$ cat src/rtl/lqd_pkg.sv
package lqd_pkg;
  typedef struct packed {
    logic cycGood;
    logic cycBad;
  } lqd_evt_t;
endpackage

$ cat src/rtl/lqd_datapath.sv
module lqd_datapath
  import lqd_pkg::*;
#(
  parameter int ERR_W = 16,
  parameter int TMO_W = 20
) (
  input  logic             clk,
  input  logic             rst_n,
  input  logic             upPulse,
  input  logic             dnPulse,
  input  logic             cycStrobe,
  input  logic [ERR_W-1:0] errThresh,
  input  logic [TMO_W-1:0] timeoutLimit,
  output lqd_evt_t         evt
);
  localparam logic [ERR_W-1:0] ERR_MAX = {ERR_W{1'b1}};

  logic [ERR_W-1:0] errCnt;
  logic [TMO_W-1:0] idleCnt;
  logic             pulseActive;
  logic             timeoutHit;
  logic             overThresh;

  assign pulseActive = upPulse | dnPulse;
  assign overThresh  = errCnt > errThresh;
  assign timeoutHit  = !cycStrobe && (timeoutLimit != '0) &&
                       (idleCnt == timeoutLimit - 1'b1);

  always_ff @(posedge clk or negedge rst_n) begin
    if (!rst_n) begin
      errCnt <= '0;
    end else if (cycStrobe) begin
      errCnt <= pulseActive ? ERR_W'(1) : '0;
    end else if (pulseActive && errCnt != ERR_MAX) begin
      errCnt <= errCnt + 1'b1;
    end
  end

  always_ff @(posedge clk or negedge rst_n) begin
    if (!rst_n) begin
      idleCnt <= '0;
    end else if (cycStrobe || timeoutHit) begin
      idleCnt <= '0;
    end else if (timeoutLimit != '0) begin
      idleCnt <= idleCnt + 1'b1;
    end
  end

  always_comb begin
    evt.cycGood = cycStrobe && !overThresh;
    evt.cycBad  = (cycStrobe && overThresh) || timeoutHit;
  end
endmodule

$ cat src/rtl/lqd_control.sv
module lqd_control
  import lqd_pkg::*;
#(
  parameter int QUAL_LEN = 8
) (
  input  logic     clk,
  input  logic     rst_n,
  input  logic     holdIn,
  input  lqd_evt_t evt,
  output logic     lockOut
);
  localparam int CNT_W = $clog2(QUAL_LEN + 1);
  localparam logic [CNT_W-1:0] CNT_TOP = CNT_W'(QUAL_LEN);

  logic [CNT_W-1:0] qualCnt;
  logic [CNT_W-1:0] qualNext;

  assign qualNext = (qualCnt == CNT_TOP) ? qualCnt : qualCnt + 1'b1;

  always_ff @(posedge clk or negedge rst_n) begin
    if (!rst_n) begin
      qualCnt <= '0;
      lockOut <= 1'b0;
    end else if (holdIn || evt.cycBad) begin
      qualCnt <= '0;
      lockOut <= 1'b0;
    end else if (evt.cycGood) begin
      qualCnt <= qualNext;
      lockOut <= (qualNext == CNT_TOP);
    end
  end
endmodule

$ cat src/rtl/lock_qual_detector.sv
module lock_qual_detector
  import lqd_pkg::*;
#(
  parameter int ERR_W    = 16,
  parameter int TMO_W    = 20,
  parameter int QUAL_LEN = 8
) (
  input  logic             clk,
  input  logic             rst_n,
  input  logic             upPulse,
  input  logic             dnPulse,
  input  logic             cycStrobe,
  input  logic [ERR_W-1:0] errThresh,
  input  logic [TMO_W-1:0] timeoutLimit,
  input  logic             holdIn,
  output logic             lockOut
);
  lqd_evt_t evt;

  lqd_datapath #(.ERR_W(ERR_W), .TMO_W(TMO_W)) u_dp (
    .clk(clk), .rst_n(rst_n), .upPulse(upPulse), .dnPulse(dnPulse),
    .cycStrobe(cycStrobe), .errThresh(errThresh),
    .timeoutLimit(timeoutLimit), .evt(evt)
  );

  lqd_control #(.QUAL_LEN(QUAL_LEN)) u_ctl (
    .clk(clk), .rst_n(rst_n), .holdIn(holdIn), .evt(evt), .lockOut(lockOut)
  );
endmodule

$ cat config.mk
export PLATFORM = sky130hd
export DESIGN_NAME = lock_qual_detector
export DESIGN_NICKNAME = d
export VERILOG_FILES = /design/src/rtl/lqd_pkg.sv /design/src/rtl/lqd_datapath.sv /design/src/rtl/lqd_control.sv /design/src/rtl/lock_qual_detector.sv
export SDC_FILE = /design/constraint.sdc
export NUM_CORES = 1
export LEC_CHECK = 0
export BUFFER_PORTS_ARGS = -buffer_cell sky130_fd_sc_hd__buf_2
export CELL_PAD_IN_SITES_DETAIL_PLACEMENT = 1
export CELL_PAD_IN_SITES_GLOBAL_PLACEMENT = 2
export CORE_ASPECT_RATIO = 1.2
export CORE_MARGIN = 4
export CORE_UTILIZATION = 39
export CTS_BUF_LIST = sky130_fd_sc_hd__clkbuf_8
export CTS_CLUSTER_DIAMETER = 30
export DETAILED_ROUTE_END_ITERATION = 16
export GPL_ROUTABILITY_DRIVEN = 1
export HOLD_SLACK_MARGIN = 0.06
export PLACE_DENSITY = 0.87
export SYNTH_ARGS = -nofsm -noshare
export SYNTH_HDL_FRONTEND = slang
export SYNTH_SLANG_ARGS = --single-unit
export TNS_END_PERCENT = 5
$ cat constraint.sdc
create_clock -name clk -period 5.7 [get_ports clk]
set_input_delay 0.285 -clock clk [delete_from_list [all_inputs] [get_ports clk]]
set_output_delay 0.285 -clock clk [all_outputs]
set_load 0.1 [all_outputs]
### After elaboration in Yosys (flattened, before gate mapping)

Index checks and enable logic that the tools add are counted.

| word-level totals | value |
|---|---|
| bits in registers | 41 |
| input port bits | 42 |
| output and inout port bits | 1 |
| word-level logic and storage cells | 38 |

| cells by class | value |
|---|---|
| add/sub/neg operators | 4 |
| magnitude comparators | 1 |
| equal/unequal tests | 4 |
| muxes and demuxes | 10 |
| bitwise gates (word level) | 1 |
| reduce and logical (&&, ||, !) cells | 14 |

Operator list:

| cell | number |
|---|---|
| two-way mux 20 bit | 2 |
| two-way mux 16 bit | 2 |
| adder 20 x 1 -> 20 bit (second input constant) | 1 |
| == test 20 bit | 1 |
| nonzero test 20 bit | 1 |
| subtractor 20 x 1 -> 20 bit (second input constant) | 1 |
| adder 16 x 1 -> 16 bit (second input constant) | 1 |
| greater-than comparator 16 bit | 1 |
| != test 16 bit (second input constant) | 1 |
| two-way mux 4 bit | 3 |
| == test 4 bit (second input constant) | 2 |
| nonzero test 2 bit | 3 |
| logical AND 1 bit | 5 |
| adder 4 x 1 -> 4 bit (second input constant) | 1 |
| logical OR 1 bit | 3 |
| two-way mux 1 bit | 3 |
| zero test 1 bit | 2 |
| OR 1 bit | 1 |

### Logic depth before layout (Yosys ltp)

| logic depth | value |
|---|---|
| depth after elaboration | 6 |
| depth in mapped cells | 11 |
| gate-level depth less buffers | 9 |

### Cells and area by module

A second synthesis with hierarchy kept.

| unflattened totals | value |
|---|---|
| cells, all modules | 383 |
| area, all modules | 3231.8 µm² |

Modules (own cells, without submodules):

| module | times used | cells each | area each (µm²) | seq. area each (µm²) |
|---|---|---|---|---|
| lqd_datapath | 1 | 349 | 2909.0 | 900.9 |
| lqd_control | 1 | 34 | 322.8 | 125.1 |

### Worst setup path after synthesis

Ideal clock, no wire load.

| timing path | value |
|---|---|
| kind | input to register |
| start | input port timeoutLimit[0] |
| end | register u_dp.idleCnt[13] |
| arrival | 2.566 ns |
| path slack | 3.015 ns |
| cell stages on the path | 11 |
| cell sequence | inv_1 -> ha_1 -> or4b_1 -> buf_2 -> or3_1 -> nor4_2 -> a211o_2 -> nand4_2 -> o41ai_4 -> buf_6 -> nor2_1 |

| between the ends | value |
|---|---|
| cells in the longest elaborated chain, start to end | 5 |

Ends and longest elaborated chain:

| element | RTL line | RTL |
|---|---|---|
| start, declared | lock_qual_detector.sv:14 | `input logic [TMO_W-1:0] timeoutLimit,` |
| subtractor 20 x 1 -> 20 bit or nonzero test 20 bit (tied branches) | lqd_datapath.sv:27, lqd_datapath.sv:26, lqd_datapath.sv:44 |  |
| == test 20 bit or logical AND 1 bit (tied branches) | lqd_datapath.sv:27, lqd_datapath.sv:26 |  |
| logical AND 1 bit | lqd_datapath.sv:26 | `assign timeoutHit = !cycStrobe && (timeoutLimit != '0) &&` |
| logical OR 1 bit | lqd_datapath.sv:42 | `end else if (cycStrobe \|\| timeoutHit) begin` |
| two-way mux 20 bit or nonzero test 2 bit (tied branches) | -- |  |
| end signal, assigned | lqd_datapath.sv:45 | `idleCnt <= idleCnt + 1'b1;` |
| end, declared | lqd_datapath.sv:19 | `logic [TMO_W-1:0] idleCnt;` |

Several ways; a longest one is shown, not always the timed one.
A chain may end at the register's enable or synchronous reset.

### Worst setup path after layout

| timing path | value |
|---|---|
| start | input port timeoutLimit[0] |
| end | register u_ctl.qualCnt[3] |

| between the ends | value |
|---|---|
| cells in the longest elaborated chain, start to end | 6 |

Ends and longest elaborated chain:

| element | RTL line | RTL |
|---|---|---|
| subtractor 20 x 1 -> 20 bit or nonzero test 20 bit (tied branches) | lqd_datapath.sv:27, lqd_datapath.sv:26 |  |
| == test 20 bit or logical AND 1 bit (tied branches) | lqd_datapath.sv:27, lqd_datapath.sv:26 |  |
| logical AND 1 bit (*) | lqd_datapath.sv:26 |  |
| logical OR 1 bit (*) | lqd_datapath.sv:51 | `evt.cycBad = (cycStrobe && overThresh) \|\| timeoutHit;` |
| logical OR 1 bit (*) | lqd_control.sv:24 | `end else if (holdIn \|\| evt.cycBad) begin` |
| two-way mux 4 bit or nonzero test 2 bit (tied branches) | -- |  |
| end signal, assigned | lqd_control.sv:28 | `qualCnt <= qualNext;` |
| end, declared | lqd_control.sv:15 | `logic [CNT_W-1:0] qualCnt;` |

Mark *: on every way between the ends. The rest lies on a longest branch, timed or not.

==> metrics.md <==
| Metric | Value |
|---|---|
| Status | `finished, final reports clean` |
| DRC | `0` |
| Post-CTS Resized | `0` |
| Crit path depth | `11` |
| Worst reg-to-reg path cell count | `8` |
| Hold WC Path Type | `in -> async` |
| Synth top area share | `31.87%` |
| Starting DRC count in detailed routing | `68` |
| Core box area | `8108 um2` |
| H-Tree Depth | `2` |
| Synth top area cells | `dfrtp_1 32%, ha_1 8.6%, xnor2_1 7.9%` |
| Remaining antenna violation count | `0` |
| Worst-Margin Slew | `0.9341 ns` |
| Diode count | `0` |
| Final Slew Violations | `0` |
| CTS tree | `yes` |
| Post-synth cell types | `49` |
| WL/cell | `15.67 um` |
| Total grt overflow | `0` |
| Clock sinks | `41` |
| Final setup fails | `0` |
| Final hold viol count | `0` |
| # rows | `36` |
| Synth Instances | `385` |
| # Post-CTS Setup Buffers | `0` |
| Area growth syn-to-layout | `11.66%` |
| DR pass1 iterations | `4` |
| Post-DP HPWL | `6.470 mm` |
| Worst path cell trace | `buf_2 -> inv_1 -> ha_1 -> or4b_1 -> or3_1 -> nor4_2 -> a211o_2 -> nand4_2 -> o41ai_4 -> buf_4 -> o31ai_1` |
| Bufs and invs on worst path | `3` |
| MaxCap Viol Count | `0` |
| Worst skew pair latency | `0.30 ns` |
| Count of buffers from port buffering | `42` |
| Slowest cell on the critical path | `or4b_1` |
| Min Tclk post-route | `2.774 ns` |
| Antenna violations before repair | `0` |
| Register bit total from synthesis | `41` |
| Initial Util | `39.71%` |
| CP top delay family | `simple AND/OR/NAND/NOR gates` |
| F_max | `360.5 MHz` |
| Ys Warns | `0` |
| Clock-pin slew on the worst setup and hold paths | `0.08 ns` |
| Total GRT Usage | `17.55%` |
| Ys async rst share | `100.0%` |
| CTS Buf Count | `5` |
| CTS Hold Bufs | `0` |
| CP Capture Type | `flop` |
| Final core occ | `44.34%` |
| Max Buffers Root-to-Sink | `2` |
| Largest net degree at the start of global routing | `42` |
| Crit share post-route | `48.66%` |
| Sequential fraction of the synthesis area | `31.87%` |
| Vias per inst | `5.519` |
| Critical path type | `in -> reg` |
| Die Ht | `107.5 um` |
| Syn Std Cell Area | `3219 um2` |
| Post-synthesis average cell area | `8.362 um2` |
| Normalized max-slew margin | `36.91%` |
| Die ar. | `9778 um2` |
| Pwr Density | `176.6 nW/um2` |
| Worst setup SP type | `input port` |
| Syn nets | `449` |
| Final nets | `487` |
| Most common library cells after synthesis | `53 x nor2_1, 41 x dfrtp_1, 33 x inv_1` |
| Root Buffer | `clkbuf_8` |
| Top_reg_cell synth | `dfrtp_1` |
| Leak pwr | `1.587 nW` |
| Routability cong. | `0.8576` |
| Max stage delay on crit path | `0.64 ns` |
| RSZ-0062 raised after global routing | `false` |
| Share of cells above drive strength 1 | `14.18%` |
| Worst path required time | `5.87 ns` |
| Arrival @ worst endpoint | `2.95 ns` |
| Dominant cell type by area after synthesis | `dfrtp_1` |
| Vias in the first global route | `2968` |
| Count leader, synth | `nor2_1` |
| Routed via count | `2859` |
| Maximum vdd drop | `0.1288 mV` |
| DRT Wirelength | `8.116 mm` |
| First-pass GRT wire length | `13.92 mm` |
| FF-to-FF setup slack | `3.06 ns` |
| Clock Skew | `0.007639 ns` |
| CP max FO | `25` |
| Die Wd | `90.94 um` |
| Number of I/O pins | `43` |
| Sum Neg Setup Slack | `0 ns` |
| Post-synth EDFFs | `0` |
-- cell usage in the layout, fill, tap and decap left out, types with 4 or more instances in the layout --
cell / synthesis / final
nor2_1: 53 / 53
buf_2: 4 / 42
dfrtp_1: 41 / 41
inv_1: 33 / 33
xnor2_1: 29 / 29
xor2_1: 24 / 24
nand2_1: 23 / 23
ha_1: 22 / 22
nand3_1: 17 / 17
a21oi_1: 17 / 17
o21ai_0: 16 / 16
nand4_1: 14 / 14
nor3_1: 13 / 13
or3_1: 7 / 7
o31ai_1: 6 / 6
nor2b_1: 5 / 5
and3_1: 5 / 5
nor4_1: 5 / 5
clkbuf_8: 0 / 5
nand2b_1: 4 / 4
and4_1: 4 / 4
-- final timing paths --
| path | end | from |
|---|---|---|
| worst max-delay path | u_ctl.qualCnt[3]$_DFFE_PN0P_ | timeoutLimit[0] |
| worst min-delay path | u_dp.idleCnt[14]$_DFFE_PN0P_ | rst_n |
| worst max register to register | u_ctl.qualCnt[3]$_DFFE_PN0P_ | u_dp.errCnt[9]$_DFFE_PN0P_ |
| worst min register to register | u_ctl.lockOut$_DFFE_PN0P_ | u_ctl.lockOut$_DFFE_PN0P_ |
| max in group asynchronous | u_dp.errCnt[12]$_DFFE_PN0P_ | rst_n |
| min in group clk | u_dp.errCnt[0]$_DFFE_PN0P_ | upPulse |
-- power breakdown --
group / switching, mW / leakage, nW / internal [mW]
logic: 0.0570 / 0.968 / 0.0404
clock network: 0.105 / 0.0540 / 0.127
registers: 0.00852 / 0.565 / 0.297
total: 0.170 / 1.59 / 0.464
-- routing by layer --
layer  wire length [um]  global-route usage [%]
met1               3434                   19.47
met2               4239                   33.40
met3                238                   2.727
met4                204                   6.573
met5                  0                       0
-- stage by stage --
step	power, mW	cells	hold slack (ns)	setup slack (ns)	instance area, um2
2_1_floorplan	0.3675	385	-0.01059	3.015	3219
3_3_place_gp	0.4072	511	0.4823	2.708	3491
3_5_place_dp	0.4100	511	0.4865	2.590	3491
4_1_cts	0.6448	518	0.1559	2.919	3595
5_1_grt	0.6717	518	0.1817	2.720	3595
6_report	0.6347	518	0.1179	2.926	3595
-- layout make-up --
class	count	area, um2
Clock inverter	2	35.03
Inverter	33	123.9
Multi-Input combinational cell	299	2004
Timing Repair Buffer	43	217.7
Clock buffer	5	68.82
Fill cell	1004	4513
Tap cell	95	118.9
Sequential cell	41	1026
-- logic make-up after synthesis --
kind of cell    count (synthesis)  share of synthesized area [%]
xor+xnor                       53                          14.42
fa+ha+maj                      22                          8.550
buf+inv                        45                          5.869
compound gates                 59                          12.55
mux                             2                         0.6219
simple gates                  163                          26.12
flops                          41                          31.87
-- state kept, by name, indices dropped and copies added (netlist names) --
name,count
u_ctl.qualCnt,4
u_dp.idleCnt,20
u_ctl.lockOut,1
u_dp.errCnt,16
Note: power is estimated with default switching activity, not from simulation.
